File: src/rtl/sar_seq_pkg.sv
package sar_seq_pkg;

    typedef enum logic [2:0] {
        ST_POWER_DOWN = 3'd0,
        ST_SETTLE     = 3'd1,
        ST_TRACK      = 3'd2,
        ST_CONVERT    = 3'd3,
        ST_SHIFT_OUT  = 3'd4
    } seq_state_e;

endpackage

File: src/rtl/sar_sync_level.sv
module sar_sync_level #(
    parameter int STAGES  = 2,
    parameter bit RST_VAL = 1'b0
) (
    input  logic clk,
    input  logic rst_n,
    input  logic async_i,
    output logic level_o
);

    logic [STAGES-1:0] chain;

    generate
        if (STAGES == 1) begin : g_one
            always_ff @(posedge clk or negedge rst_n) begin
                if (!rst_n) chain <= RST_VAL;
                else        chain <= async_i;
            end
        end else begin : g_many
            always_ff @(posedge clk or negedge rst_n) begin
                if (!rst_n) chain <= {STAGES{RST_VAL}};
                else        chain <= {chain[STAGES-2:0], async_i};
            end
        end
    endgenerate

    assign level_o = chain[STAGES-1];

endmodule

File: src/rtl/sar_fall_det.sv
module sar_fall_det #(
    parameter bit RST_VAL = 1'b0
) (
    input  logic clk,
    input  logic rst_n,
    input  logic level_i,
    output logic fall_o
);

    logic prev;

    always_ff @(posedge clk or negedge rst_n) begin
        if (!rst_n) prev <= RST_VAL;
        else        prev <= level_i;
    end

    assign fall_o = prev & ~level_i;

endmodule

File: src/rtl/sar_search.sv
module sar_search #(
    parameter int NBITS       = 12,
    parameter int STEP_CYCLES = 2
) (
    input  logic             clk,
    input  logic             rst_n,
    input  logic             start_i,
    input  logic             abort_i,
    input  logic             cmp_i,
    output logic [NBITS-1:0] code_o,
    output logic             done_o,
    output logic [NBITS-1:0] result_o
);

    localparam int TW = (STEP_CYCLES > 1) ? $clog2(STEP_CYCLES) : 1;

    logic             busy;
    logic [NBITS-1:0] res;
    logic [NBITS-1:0] mask;
    logic             step_end;

    generate
        if (STEP_CYCLES == 1) begin : g_single
            assign step_end = 1'b1;
        end else begin : g_timer
            logic [TW-1:0] tmr;
            logic          last;
            assign last = (tmr == TW'(STEP_CYCLES - 1));
            always_ff @(posedge clk or negedge rst_n) begin
                if (!rst_n)                         tmr <= '0;
                else if (start_i || !busy || last)  tmr <= '0;
                else                                tmr <= tmr + 1'b1;
            end
            assign step_end = last;
        end
    endgenerate

    always_ff @(posedge clk or negedge rst_n) begin
        if (!rst_n) begin
            busy <= 1'b0;
            res  <= '0;
            mask <= '0;
        end else if (start_i) begin
            busy <= 1'b1;
            res  <= '0;
            mask <= {1'b1, {(NBITS-1){1'b0}}};
        end else if (abort_i) begin
            busy <= 1'b0;
            mask <= '0;
        end else if (busy && step_end) begin
            if (cmp_i) res <= res | mask;
            mask <= mask >> 1;
            if (mask[0]) busy <= 1'b0;
        end
    end

    assign code_o   = res | mask;
    assign done_o   = busy & step_end & mask[0];
    assign result_o = res | (cmp_i ? mask : '0);

endmodule

File: src/rtl/sar_out_shift.sv
module sar_out_shift #(
    parameter int NBITS = 12
) (
    input  logic             clk,
    input  logic             rst_n,
    input  logic             load_i,
    input  logic [NBITS-1:0] data_i,
    input  logic             shift_i,
    output logic             msb_o
);

    logic [NBITS:0] word;

    always_ff @(posedge clk or negedge rst_n) begin
        if (!rst_n)       word <= '0;
        else if (load_i)  word <= {1'b1, data_i};
        else if (shift_i) word <= {word[NBITS-1:0], 1'b0};
    end

    assign msb_o = word[NBITS];

endmodule

File: src/rtl/sar_seq_serial.sv
module sar_seq_serial
    import sar_seq_pkg::*;
#(
    parameter int NBITS       = 12,
    parameter int STEP_CYCLES = 2,
    parameter int WAKE_CYCLES = 16,
    parameter int SYNC_STAGES = 2
) (
    input  logic             clk,
    input  logic             rst_n,
    input  logic             csn,
    input  logic             sclk,
    input  logic             wake,
    input  logic             cmp_ge,
    output logic             hold,
    output logic [NBITS-1:0] dac_code,
    output logic             sdo,
    output logic             sdo_oe,
    output logic             pdown
);

    localparam int WCW = $clog2(WAKE_CYCLES + 1);

    logic cs_lvl, cs_fall, sk_lvl, sk_fall, wk_lvl;

    sar_sync_level #(.STAGES(SYNC_STAGES), .RST_VAL(1'b1)) u_cs_sync (
        .clk(clk), .rst_n(rst_n), .async_i(csn), .level_o(cs_lvl));
    sar_fall_det #(.RST_VAL(1'b1)) u_cs_fall (
        .clk(clk), .rst_n(rst_n), .level_i(cs_lvl), .fall_o(cs_fall));
    sar_sync_level #(.STAGES(SYNC_STAGES), .RST_VAL(1'b0)) u_sk_sync (
        .clk(clk), .rst_n(rst_n), .async_i(sclk), .level_o(sk_lvl));
    sar_fall_det #(.RST_VAL(1'b0)) u_sk_fall (
        .clk(clk), .rst_n(rst_n), .level_i(sk_lvl), .fall_o(sk_fall));
    sar_sync_level #(.STAGES(SYNC_STAGES), .RST_VAL(1'b0)) u_wk_sync (
        .clk(clk), .rst_n(rst_n), .async_i(wake), .level_o(wk_lvl));

    seq_state_e       state, state_nx;
    logic [WCW-1:0]   wake_cnt;
    logic             settle_end;
    logic             search_done;
    logic [NBITS-1:0] search_res;
    logic             word_msb;
    logic             start_search, abort_search, load_word, shift_word;

    assign settle_end = (wake_cnt == WCW'(WAKE_CYCLES - 1));

    // state register
    always_ff @(posedge clk or negedge rst_n) begin
        if (!rst_n) state <= ST_POWER_DOWN;
        else        state <= state_nx;
    end

    // settle interval counter
    always_ff @(posedge clk or negedge rst_n) begin
        if (!rst_n)                   wake_cnt <= '0;
        else if (state == ST_SETTLE)  wake_cnt <= wake_cnt + 1'b1;
        else                          wake_cnt <= '0;
    end

    // next-state logic
    always_comb begin
        state_nx = state;
        if (!wk_lvl) begin
            state_nx = ST_POWER_DOWN;
        end else begin
            unique case (state)
                ST_POWER_DOWN: state_nx = ST_SETTLE;
                ST_SETTLE:     if (settle_end) state_nx = ST_TRACK;
                ST_TRACK:      if (cs_fall) state_nx = ST_CONVERT;
                ST_CONVERT: begin
                    if (cs_lvl)           state_nx = ST_TRACK;
                    else if (search_done) state_nx = ST_SHIFT_OUT;
                end
                ST_SHIFT_OUT:  if (cs_lvl) state_nx = ST_TRACK;
                default:       state_nx = ST_POWER_DOWN;
            endcase
        end
    end

    // control strobes to the datapath
    assign start_search = (state == ST_TRACK) && (state_nx == ST_CONVERT);
    assign abort_search = (state == ST_CONVERT) && (state_nx != ST_CONVERT)
                          && (state_nx != ST_SHIFT_OUT);
    assign load_word    = (state == ST_CONVERT) && (state_nx == ST_SHIFT_OUT);
    assign shift_word   = (state == ST_SHIFT_OUT) && (state_nx == ST_SHIFT_OUT) && sk_fall;

    // outputs from state
    always_comb begin
        hold   = 1'b0;
        sdo_oe = 1'b0;
        sdo    = 1'b0;
        pdown  = 1'b0;
        unique case (state)
            ST_POWER_DOWN: pdown = 1'b1;
            ST_SETTLE:     ;
            ST_TRACK:      ;
            ST_CONVERT: begin
                hold   = 1'b1;
                sdo_oe = 1'b1;
            end
            ST_SHIFT_OUT: begin
                sdo_oe = 1'b1;
                sdo    = word_msb;
            end
            default: pdown = 1'b1;
        endcase
    end

    sar_search #(.NBITS(NBITS), .STEP_CYCLES(STEP_CYCLES)) u_search (
        .clk(clk), .rst_n(rst_n),
        .start_i(start_search), .abort_i(abort_search), .cmp_i(cmp_ge),
        .code_o(dac_code), .done_o(search_done), .result_o(search_res));

    sar_out_shift #(.NBITS(NBITS)) u_shift (
        .clk(clk), .rst_n(rst_n),
        .load_i(load_word), .data_i(search_res),
        .shift_i(shift_word), .msb_o(word_msb));

endmodule

File: config.mk
export PLATFORM = sky130hd
export DESIGN_NAME = sar_seq_serial
export DESIGN_NICKNAME = d
export VERILOG_FILES = /design/src/rtl/sar_seq_pkg.sv /design/src/rtl/sar_sync_level.sv /design/src/rtl/sar_fall_det.sv /design/src/rtl/sar_search.sv /design/src/rtl/sar_out_shift.sv /design/src/rtl/sar_seq_serial.sv
export SDC_FILE = /design/constraint.sdc
export NUM_CORES = 1
export LEC_CHECK = 0
export BUFFER_PORTS_ARGS = -buffer_cell sky130_fd_sc_hd__buf_2
export CAP_MARGIN = 15
export CORE_MARGIN = 5
export CORE_UTILIZATION = 45
export CTS_BUF_LIST = sky130_fd_sc_hd__clkbuf_2 sky130_fd_sc_hd__clkbuf_4 sky130_fd_sc_hd__clkbuf_8
export DETAILED_ROUTE_END_ITERATION = 10
export RECOVER_POWER = 25
export SYNTH_ARGS = -nofsm -noshare
export SYNTH_HDL_FRONTEND = slang
export SYNTH_HIERARCHICAL = 1
export SYNTH_SLANG_ARGS = --single-unit
File: constraint.sdc
create_clock -name clk -period 6.79 [get_ports clk]
set_input_delay 2.037 -clock clk [delete_from_list [all_inputs] [get_ports clk]]
set_output_delay 2.037 -clock clk [all_outputs]
set_load 0.02 [all_outputs]
==> metrics.yaml, run 1 <==
clock_network:
  ctsResizeCount: 0
  clock_tree.buffer_depth: 2
  tritoncts: "done"
  cts-root-buf: "sky130_fd_sc_hd__clkbuf_8"
  hold_buffers: 0
  ctsHtreeMaxLevel: 2
  tritoncts_num_sinks: 55
  cts_inserted_buffers: 5
  clock_insertion_delay_worst_skew_ns: 0.31
  worst_setup_hold_path_clk_slew_ns: 0.10
  cts_post_setup_buffers_inserted: 0
setup_path:
  cpLargestDelayFamily: "buffers and inverters"
  crit_path_end_kind: "async pin"
  cp_slowest_stage_delay_ns: 2.02
  worstPathCellList: "buf_2 > clkbuf_1"
  cp.arrival_ns: 4.16
  critPathKind: "input port to async pin"
  critPathSlowestCell: "sky130_fd_sc_hd__clkbuf_1"
  worstPathRequired_ns: 6.59
  crit_fanout: 55
  critical_path_buf_inv_count: 2
  setup.worst_path.start_class: "input port"
synth:
  netlist-cell-type-count: 42
  yosys.area_share.adder: 0.01013
  post_synthesis_compound_gate_area_fraction: 0.1281
  synth_xor_area_frac: 0.007089
  synth-warning-count: 6
  synth_largest_type_area_fraction: 0.5266
  yosys-top-cells-area: "sky130_fd_sc_hd__dfrtp_1 53%, sky130_fd_sc_hd__nand2_1 5.9%, sky130_fd_sc_hd__mux2i_1 4.5%"
  synth.net_count: 234
  synth_simple_gate_area_share: 0.1924
  syn_inst: 226
  ys_seq_elements: 55
  combinational_family_with_the_most_area_after_synthesis: "simple AND/OR/NAND/NOR gates"
  syn_avg_cell_area_sq_um: 10.93
  yosys.area.top_type: "sky130_fd_sc_hd__dfrtp_1"
  synth_mux_area_frac: 0.04456
  netlist_area_sq_mm: 0.002471
  synth-seq-area-share: 0.5585
sta:
  layout_min_cycle_time_ns: 4.353
  slew_viols_final: 56
  skew_ns: 0.008417
  setup_tns_ns: 0
  post-route-period-util: 0.6410
  tightestPinTransition_ns: 2.864
  timing.final.hold_violations: 0
  final-setup-viol-count: 0
  unrepaired_setup_endpoints_after_global_routing: "no"
  hold_slack_ns: 0.3612
  timing.slew.headroom: -0.9091
  max_freq_ghz: 0.2297
pwr:
  worst_ir_drop_on_vdd_uv: 119.8
  total_switching_power_uw: 123.8
  internal_power_uw: 448.5
  sw_frac_of_total: 0.2163
  clock_power_share: 0.389
  comb_power_share: 0.025
  cellPowerDensity_mw_per_mm2: 212.9
  flop_pwr_share: 0.586
  power.static_leakage_nw: 1.159
  design_power_total_uw: 572.3
route:
  drt_first_iter_violations: 67
  route.detailed.wl_per_inst_um: 14.19
  wl_mm: 4.497
  route.vias.total: 1635
  drcViolationCount: 0
  antenna_left: 0
  drt_pass1_iterations: 4
  post_drt_via_cell_ratio: 5.158
global_route:
  maximum_number_of_pins_on_one_net_before_global_route_repair: 56
  globalRoute.totalOverflow: 0
  first_global_vias: 1636
  grt_pass1_wl_mm: 7.845
  grtUsageTotal: 0.1365
  number_of_antenna_violations_at_the_first_check_in_global_routing: 0
place:
  place.port_buffers: 21
  hpwlAfterDp_mm: 2.925
  gp_congestion: 0.7264
die:
  core_outline_area_sq_mm: 0.005405
  num_io_pins: 22
  dieArea_sq_mm: 0.007074
  row_count: 27
  floorplan.initialDensity: 0.4572
  die_width_um: 84.11
  chipHeight_um: 84.11
layout:
  post_route_cells_drive_above_1_share: 0.2163
  design.final.nets: 252
  antennaDiodeCount: 0
  number_of_filler_cells_placed_in_the_layout: 520
  synthToLayoutAreaGrowth_pct: 8.760
outcome:
  status: "finished, violations left"
  failing_checks: "max-capacitance violations, max-slew violations"
job:
  cap_violations: 1
min_path:
  worstHoldPathType: "flip-flop to flip-flop"
-- per-layer routing --
metal | share of wire | GRT usage | up-vias
met5 | 0 | 0 | -
met4 | 0.0080 | 0.03947 | 0
met3 | 0.021 | 0.03554 | 4
met2 | 0.50 | 0.2209 | 12
met1 | 0.47 | 0.1810 | 813
li1 | - | - | 806
-- cells in the final DEF (no fill, tap or decap), drive strengths merged, types with 2 or more instances in the layout --
cell and instances:
o22ai 12, clkbuf 6, nand3b 2, nor3b 3, and4bb 2, buf 21, a21oi 3, a22o 11
and3 4, nand2b 2, or2 13, mux2i 11, nor2b 4, a211oi 2, nor2 6, dfstp 3
dfrtp 52, ha 2, nand2 39, o21bai 2, o21ai 13, or3 2, and2 3, inv 15
-- synth_stat cells (all sizes together) --
cell,instances
ha,2
mux2i,11
and3,4
nor2b,4
and2b,1
nor3b,3
a22o,11
o21bai,2
or3,2
a221oi,1
nand2,39
clkbuf,2
nand2b,2
nand3b,2
and4bb,2
and3b,1
nor3,1
buf,9
or2,13
o21ai,13
and2,3
o22ai,12
a211o,1
inv,14
nand4bb,1
xnor2,1
a21oi,3
nand3,1
a21o,1
dfstp,3
a211oi,2
dfrtp,52
nor2,6
xor2,1
-- final timing paths --
| check | start | to | slack, ns | cells after the start |
|---|---|---|---|---|
| min in group asynchronous | rst_n | u_sk_sync/chain[0] | 2.74 | 2 |
| max reg2reg | wake_cnt[0] | u_search/res[3] | 3.50 | 9 |
| min reg2reg | u_sk_sync/chain[0] | u_sk_sync/chain[1] | 0.36 | 0 |
| min | u_sk_sync/chain[0] | u_sk_sync/chain[1] | 0.36 | 0 |
| max in group clk | state[0] | sdo | 3.16 | 3 |
| max | rst_n | u_shift/word[6] | 2.44 | 2 |
-- logic make-up (layout without fill, tap and decap cells) --
family                   count (synthesis)  in the layout
buffers and inverters                   25             44
adder cells (fa/ha/maj)                  2              2
multiplexers                            11             11
AND/OR/NAND/NOR                         85             85
flip-flops                              55             55
AO/OA/AOI/OAI                           46             46
XOR/XNOR                                 2              2
-- layout make-up --
type | instances | area (sq um) | share of cell area
clock buffers | 5 | 68.82 | 0.02561
clock inverters | 3 | 47.55 | 0.01769
inverters | 14 | 52.55 | 0.01955
multi-input cells | 146 | 939.7 | 0.3496
flip-flops and latches | 55 | 1380 | 0.5135
well taps | 72 | 90.09 | 0.03352
repair buffers | 22 | 108.9 | 0.04050
-- metrics by stage --
step	instance area (sq um)	instances	setup slack [ns]	util
CTS	2696	317	3.150	0.4988
detailed placement	2580	309	3.501	0.4773
floorplan	2471	226	3.665	-
global placement	2580	309	3.535	0.4773
global route	2688	317	1.759	0.4972
finish	2688	317	2.437	0.4972
-- power by group through the flow --
stage                     Combinational, mW  Sequential [mW]  Clock [mW]
after floorplan                     0.00631            0.341           0
after global placement               0.0155            0.342           0
after detailed placement             0.0156            0.342           0
after CTS                            0.0157            0.336       0.229
after global routing                 0.0170            0.336       0.247
final                                0.0145            0.335       0.222
-- flip-flops by register name (all words and copies together) (netlist names) --
signal	flops
u_shift/word	13
u_sk_sync/chain	2
u_sk_fall/prev	1
u_search/mask	12
u_search/g_timer.last	1
u_search/busy	1
u_cs_fall/prev	1
u_search/res	12
wake_cnt	5
u_wk_sync/chain	2
state	3
u_cs_sync/chain	2
Power figures use the tool's default switching activity.
==> run 2, diff against run 1 <==
- PLACE_DENSITY: not set -> 0.65
- clock period: 6.79 -> 3.9 ns (I/O delays scaled with it)
==> run 2 against run 1 <==
- the run now ends clean
- sequential power increased by 74%
- worst hold slack got worse by 0.0077 ns
- critical path depth increased by 7
- sequential share of layout area decreased by 0.072 points
- via count decreased by 0.67%
- cell count unchanged
- combinational power increased by 71%
- design area increased by 0.14%
- global-route usage decreased by 0.39 points
==> metrics.yaml, run 2 (synthesis results as in run 1) <==
layout:
  design_area_sq_mm: 0.002691  # +0.14%
  synthToLayoutAreaGrowth_pct: 8.911
  final-instance-count-excl-fill: 317  # unchanged
  design.final.nets: 252  # unchanged
  largest_register_ffs: 13  # unchanged
  mostFrequentLayoutCells: "52 x sky130_fd_sc_hd__dfrtp_1, 39 x sky130_fd_sc_hd__nand2_1, 21 x sky130_fd_sc_hd__buf_2"
  final_common_cell: "sky130_fd_sc_hd__dfrtp_1"
  post_route_cells_drive_above_1_share: 0.2245  # +0.008163
  antennaDiodeCount: 0  # unchanged
  max_flop_register: "u_shift/word"
  largest_registers: "u_shift/word x13, u_search/mask x12, u_search/res x12"
clock_network:
  tritoncts: "done"
  clock_insertion_delay_worst_skew_ns: 0.31  # about the same
  ctsHtreeMaxLevel: 2  # unchanged
  ctsResizeCount: 0  # unchanged
  cts_post_setup_buffers_inserted: 0  # unchanged
  cts_inserted_buffers: 5  # unchanged
  hold_buffers: 0  # unchanged
  worst_setup_hold_path_clk_slew_ns: 0.09  # about the same
  clock_tree.buffer_depth: 2  # unchanged
  cts-root-buf: "sky130_fd_sc_hd__clkbuf_8"
  tritoncts_num_sinks: 55  # unchanged
setup_path:
  r2r_setup_slack_ns: 0.79  # -2.71 ns
  critPathSlowestCell: "sky130_fd_sc_hd__a211oi_2"
  cp.arrival_ns: 3.35  # -0.81 ns
  crit_path_end_kind: "flip-flop"
  regToRegStartpoint: "wake_cnt[0]"
  worstPathCellList: "ha_1 > and3_1 > ha_1 > and2_1 > a221oi_1 > a211oi_2 > and3b_1 > a211oi_2 > a22o_1"
  timing.reg2reg.worst_path_depth: 9  # unchanged
  critPathKind: "flip-flop to flip-flop"
  cp_slowest_stage_delay_ns: 0.76  # -1.26 ns
  worstPathRequired_ns: 4.14  # -2.45 ns
  setup.worst_path.start_class: "flip-flop"
  crit_fanout: 18  # -67%
  startpoint: "wake_cnt[0]"
  r2r-end: "u_search/mask[5]"
route:
  post_drt_via_cell_ratio: 5.123  # -0.67%
  route.detailed.wl_per_inst_um: 14.18  # about the same
  drcViolationCount: 0  # unchanged
  route.vias.total: 1624  # -0.67%
  antenna_left: 0  # unchanged
  drt_first_iter_violations: 80  # +19%
  wl_mm: 4.494  # about the same
  drt_pass1_iterations: 4  # unchanged
pwr:
  worst_ir_drop_on_vdd_uv: 205.6  # +72%
  comb_power_share: 0.025  # about the same
  cellPowerDensity_mw_per_mm2: 367.6  # +73%
  power.static_leakage_nw: 1.165  # +0.49%
  clock_power_share: 0.385  # -0.004
  total_switching_power_uw: 197.4  # +59%
  internal_power_uw: 792.1  # +77%
  design_power_total_uw: 989.5  # +73%
  flop_pwr_share: 0.590  # +0.004
  sw_frac_of_total: 0.1995  # -0.01677
sta:
  skew_ns: 0.009264  # +0.0008475 ns
  final-setup-viol-count: 0  # unchanged
  timing.final.hold_violations: 0  # unchanged
  layout_min_cycle_time_ns: 3.106
  tightestPinTransition_ns: 1.323  # -1.541 ns
  setup_tns_ns: 0  # unchanged
  max_freq_ghz: 0.3220
  unrepaired_setup_endpoints_after_global_routing: "no"
  slew_viols_final: 0  # -100%
  post-route-period-util: 0.7964
  timing.slew.headroom: 0.1180  # +1.027
outcome:
  status: "finished clean"
global_route:
  number_of_antenna_violations_at_the_first_check_in_global_routing: 0  # unchanged
  grt_pass1_wl_mm: 7.590  # -3.3%
  first_global_vias: 1586  # -3.1%
  maximum_number_of_pins_on_one_net_before_global_route_repair: 56  # unchanged
  globalRoute.totalOverflow: 0  # unchanged
  grtUsageTotal: 0.1326  # -0.003929
place:
  placed_cell_area_sq_mm: 0.002580  # unchanged
  place.port_buffers: 21  # unchanged
  hpwlAfterDp_mm: 3.070  # +4.9%
  dp.cells: 309  # unchanged
  gp_congestion: 0.7691  # +5.9%
die:
  die_width_um: 84.11  # unchanged
  num_io_pins: 22  # unchanged
  dieArea_sq_mm: 0.007074  # unchanged
  chipHeight_um: 84.11  # unchanged
  row_count: 27  # unchanged
  floorplan.initialDensity: 0.4572  # unchanged
  core_outline_area_sq_mm: 0.005405  # unchanged
min_path:
  worstHoldPathType: "flip-flop to flip-flop"
  min_delay_path_depth: 0  # unchanged
  hold_start: "u_wk_sync/chain[0]"
  holdPathEnd: "u_wk_sync/chain[1]"
job:
  cap_violations: 0  # -1
[run 2: cell count changes in the layout (fill, tap and decap cells not counted), sizes merged]
cell / previous run / this run
clkinv: 1 / 0
inv: 15 / 14
clkbuf: 6 / 8
[run 2: critical path: cells and delay by family, from the launching register on]
| kind | cells | cell delay, ns |
|---|---|---|
| compound gates | 4 | 1.44 |
| fa+ha+maj | 2 | 0.42 |
| flops | 1 | 0.40 |
| simple gates | 3 | 0.76 |
[run 2: worst max path at each step]
| stage | slack [ns] | endpoint | cells after the start |
|---|---|---|---|
| after global routing | 0.60 | u_search/mask[5] | 9 |
| after global placement | 0.85 | u_search/mask[4] | 9 |
| after floorplan | 1.40 | u_search/mask[10] | 10 |
| final | 0.79 | u_search/mask[5] | 9 |
| after CTS | 0.79 | u_search/mask[5] | 9 |
| after detailed placement | 0.80 | u_search/mask[5] | 9 |
[run 2: power by group through the flow]
| stage | logic (mW) | registers, mW | clock network (mW) |
|---|---|---|---|
| after floorplan | 0.0110 | 0.593 | 0 |
| after detailed placement | 0.0263 | 0.595 | 0 |
| final | 0.0248 | 0.584 | 0.381 |
| after CTS | 0.0264 | 0.584 | 0.394 |
| after global routing | 0.0292 | 0.585 | 0.410 |
| after global placement | 0.0262 | 0.595 | 0 |
[run 2: metal layers]
layer	track usage	vias up	wire, um
li1	-	803	-
met1	0.1920	780	2190
met2	0.1994	34	2024
met3	0.02665	7	218
met4	0.04386	0	61
met5	0	-	0
[run 2: area by class of cell]
| type | instances | area, sq um |
|---|---|---|
| clock buffers | 7 | 83.83 |
| clock inverters | 1 | 30.03 |
| fillers | 505 | 2714 |
| inverters | 14 | 52.55 |
| multi-input cells | 146 | 944.7 |
| flip-flops and latches | 55 | 1380 |
| well taps | 72 | 90.09 |
| repair buffers | 22 | 110.1 |
[run 2: metrics by stage]
stage	hold slack, ns	setup slack, ns	utilization
2_1_floorplan	0.3312	1.400	-
3_3_place_gp	0.3327	0.8546	0.4773
3_5_place_dp	0.3347	0.8027	0.4773
4_1_cts	0.3560	0.7892	0.4984
5_1_grt	0.3678	0.6028	0.4979
6_report	0.3535	0.7941	0.4979
==> run 3, diff against run 2 <==
- PLACE_DENSITY: 0.65 -> not set
- clock period: 3.9 -> 3 ns (I/O delays scaled with it)
==> run 3 against run 2 <==
- die area stayed put
- setup slack worse by 0.47 ns
- global-route usage is 0.92 points higher
- critical path depth stayed put
- first-iteration DRC count is 10% lower
==> metrics.yaml, run 3 (synthesis results as in run 1) <==
die:
  die_width_um: 84.11  # unchanged
  num_io_pins: 22  # unchanged
  floorplan.initialDensity: 0.4572  # unchanged
  chipHeight_um: 84.11  # unchanged
  dieArea_sq_mm: 0.007074  # unchanged
  row_count: 27  # unchanged
  core_outline_area_sq_mm: 0.005405  # unchanged
setup_path:
  r2r_setup_slack_ns: 0.32  # -0.47 ns
  worstPathCellList: "ha_1 > and3_1 > ha_1 > and2_1 > a221oi_1 > a211oi_2 > nor3_1 > and4bb_4 > a22o_1"
  worst_setup_path_endpoint: "u_search/mask[6]"
  cpLargestDelayFamily: "simple AND/OR/NAND/NOR gates"
  crit_path_end_kind: "flip-flop"
  critical_path_buf_inv_count: 0  # unchanged
  crit_fanout: 11  # -7
  cp_slowest_stage_delay_ns: 0.41  # -0.35 ns
  critPathKind: "flip-flop to flip-flop"
  setup.worst_path.start_class: "flip-flop"
  startpoint: "wake_cnt[0]"
  worstPathRequired_ns: 3.20  # -0.94 ns
  path_common_cell: "sky130_fd_sc_hd__ha_1"
  critPathSlowestCell: "sky130_fd_sc_hd__dfrtp_1"
  timing.reg2reg.worst_path_depth: 9  # unchanged
  cp.arrival_ns: 2.87  # -0.48 ns
  r2r-end: "u_search/mask[6]"
  regToRegStartpoint: "wake_cnt[0]"
  critical_path_depth: 9  # unchanged
pwr:
  total_switching_power_uw: 254.0  # +29%
  internal_power_uw: 945.4  # +19%
  power.static_leakage_nw: 1.182  # +1.5%
  comb_power_share: 0.029  # +0.004
  sw_frac_of_total: 0.2118  # +0.01227
  flop_pwr_share: 0.633  # +0.043
  worst_ir_drop_on_vdd_uv: 230.9  # +12%
  clock_power_share: 0.339  # -0.046
  cellPowerDensity_mw_per_mm2: 442.2  # +20%
route:
  sum_of_met3_wire_segment_lengths_after_detailed_routing_um: 99  # -55%
  route.detailed.wl_per_inst_um: 13.86  # -2.2%
  route.vias.total: 1594  # -1.8%
  wl_mm: 4.478  # -0.36%
  antenna_left: 0  # unchanged
  drt_first_iter_violations: 72  # -10%
  drcViolationCount: 0  # unchanged
  met2WireLength_mm: 1.904  # -5.9%
  route.layer.met1.wl_mm: 2.389  # +9.1%
  post_drt_via_cell_ratio: 4.935  # -3.7%
  drt_pass1_iterations: 4  # unchanged
  highest_layer: "met4"
layout:
  final_common_cell: "sky130_fd_sc_hd__dfrtp_1"
  largest_register_ffs: 13  # unchanged
  antennaDiodeCount: 0  # unchanged
  post_route_cells_drive_above_1_share: 0.2390  # +0.01455
  largest_registers: "u_shift/word x13, u_search/mask x12, u_search/res x12"
  mostFrequentLayoutCells: "52 x sky130_fd_sc_hd__dfrtp_1, 39 x sky130_fd_sc_hd__nand2_1, 20 x sky130_fd_sc_hd__buf_2"
  max_flop_register: "u_shift/word"
  number_of_filler_cells_placed_in_the_layout: 520  # +3.0%
  synthToLayoutAreaGrowth_pct: 9.772
  design.final.nets: 258  # +2.4%
  design_area_sq_mm: 0.002713  # +0.79%
outcome:
  status: "finished clean"
clock_network:
  cts_post_setup_buffers_inserted: 0  # unchanged
  cts-root-buf: "sky130_fd_sc_hd__clkbuf_8"
  tritoncts: "done"
  ctsHtreeMaxLevel: 2  # unchanged
  tritoncts_num_sinks: 55  # unchanged
  hold_buffers: 0  # unchanged
  ctsResizeCount: 0  # unchanged
  clock_insertion_delay_worst_skew_ns: 0.30  # about the same
  cts_inserted_buffers: 5  # unchanged
  worst_setup_hold_path_clk_slew_ns: 0.09  # about the same
  clock_tree.buffer_depth: 2  # unchanged
global_route:
  globalRoute.totalOverflow: 0  # unchanged
  grt_pass1_wl_mm: 8.052  # +6.1%
  number_of_antenna_violations_at_the_first_check_in_global_routing: 0  # unchanged
  first_global_vias: 1659  # +4.6%
  maximum_number_of_pins_on_one_net_before_global_route_repair: 28  # -50%
  grtUsageTotal: 0.1418  # +0.009204
sta:
  final-setup-viol-count: 0  # unchanged
  setup_tns_ns: 0  # unchanged
  post-route-period-util: 0.8922  # +0.09586
  timing.final.hold_violations: 0  # unchanged
  unrepaired_setup_endpoints_after_global_routing: "no"
  tightestPinTransition_ns: 1.422  # +0.09896 ns
  slew_viols_final: 0  # unchanged
  skew_ns: 0.01167  # +0.002408 ns
  hold_slack_ns: 0.3538  # +0.0002880 ns
  layout_min_cycle_time_ns: 2.677  # -0.4292 ns
  timing.slew.headroom: 0.05202  # -0.06598
  max_freq_ghz: 0.3736  # +16%
place:
  place.port_buffers: 21  # unchanged
  placed_cell_area_sq_mm: 0.002625  # +1.7%
  hpwlAfterDp_mm: 3.151  # +2.7%
  gp_congestion: 0.7147  # -7.1%
job:
  cap_violations: 0  # unchanged
min_path:
  worstHoldPathType: "flip-flop to flip-flop"
[run 3: cell count changes in the layout (fill, tap and decap cells not counted)]
cell / previous run / this run
sky130_fd_sc_hd__clkinv_2: 0 / 1
sky130_fd_sc_hd__clkbuf_2: 1 / 0
sky130_fd_sc_hd__bufinv_16: 1 / 0
sky130_fd_sc_hd__buf_4: 0 / 7
sky130_fd_sc_hd__clkbuf_1: 0 / 1
sky130_fd_sc_hd__buf_2: 21 / 20
[run 3: per-stage QoR]
stage	total power [mW]	setup slack, ns	cells	utilization
6_report	1.199	0.3233	323	0.5019
2_1_floorplan	0.7856	0.4997	226	-
4_1_cts	1.214	0.3221	323	0.5021
3_3_place_gp	0.8092	0.4323	315	0.4856
3_5_place_dp	0.8101	0.3453	315	0.4856
5_1_grt	1.249	0.03288	323	0.5019
[run 3: layout make-up]
cell class | instances | area [sq um] | area share
sequential | 55 | 1380 | 0.5088
multi-input combinational | 146 | 944.7 | 0.3482
inverter | 14 | 52.55 | 0.01937
tap | 72 | 90.09 | 0.03321
timing repair buffer | 28 | 156.4 | 0.05766
clock inverter | 1 | 5.005 | 0.001845
clock buffer | 7 | 83.83 | 0.03090
[run 3: routing by layer]
| metal | vias to the layer above | global-route usage |
|---|---|---|
| met5 | - | 0 |
| met4 | 0 | 0.04825 |
| met3 | 8 | 0.03554 |
| met2 | 15 | 0.2037 |
| met1 | 748 | 0.2085 |
| li1 | 823 | - |
[run 3: worst register-to-register path, delay by kind of cell (launching register included)]
kind                       cells  cell delay, ns
AOI/OAI and AO/OA              3            0.69
adders and majority gates      2            0.42
DFF                            1            0.41
and+or+nand+nor                4            1.06
[run 3: worst min-delay path by stage]
stage	slack, ns	to	depth (start not counted)	startpoint
finish	0.35	u_wk_sync/chain[1]	0	u_wk_sync/chain[0]
global route	0.37	u_wk_sync/chain[1]	0	u_wk_sync/chain[0]
CTS	0.36	u_wk_sync/chain[1]	0	u_wk_sync/chain[0]
detailed placement	0.34	u_wk_sync/chain[1]	0	u_wk_sync/chain[0]
global placement	0.33	u_wk_sync/chain[1]	0	u_wk_sync/chain[0]
floorplan	0.33	u_sk_sync/chain[1]	0	u_sk_sync/chain[0]
[run 3: power by group through the flow]
stage / registers, mW / logic (mW) / clock network, mW
floorplan: 0.771 / 0.0143 / 0
finish: 0.759 / 0.0343 / 0.406
global placement: 0.774 / 0.0356 / 0
detailed placement: 0.774 / 0.0361 / 0
CTS: 0.759 / 0.0362 / 0.419
global route: 0.761 / 0.0400 / 0.449
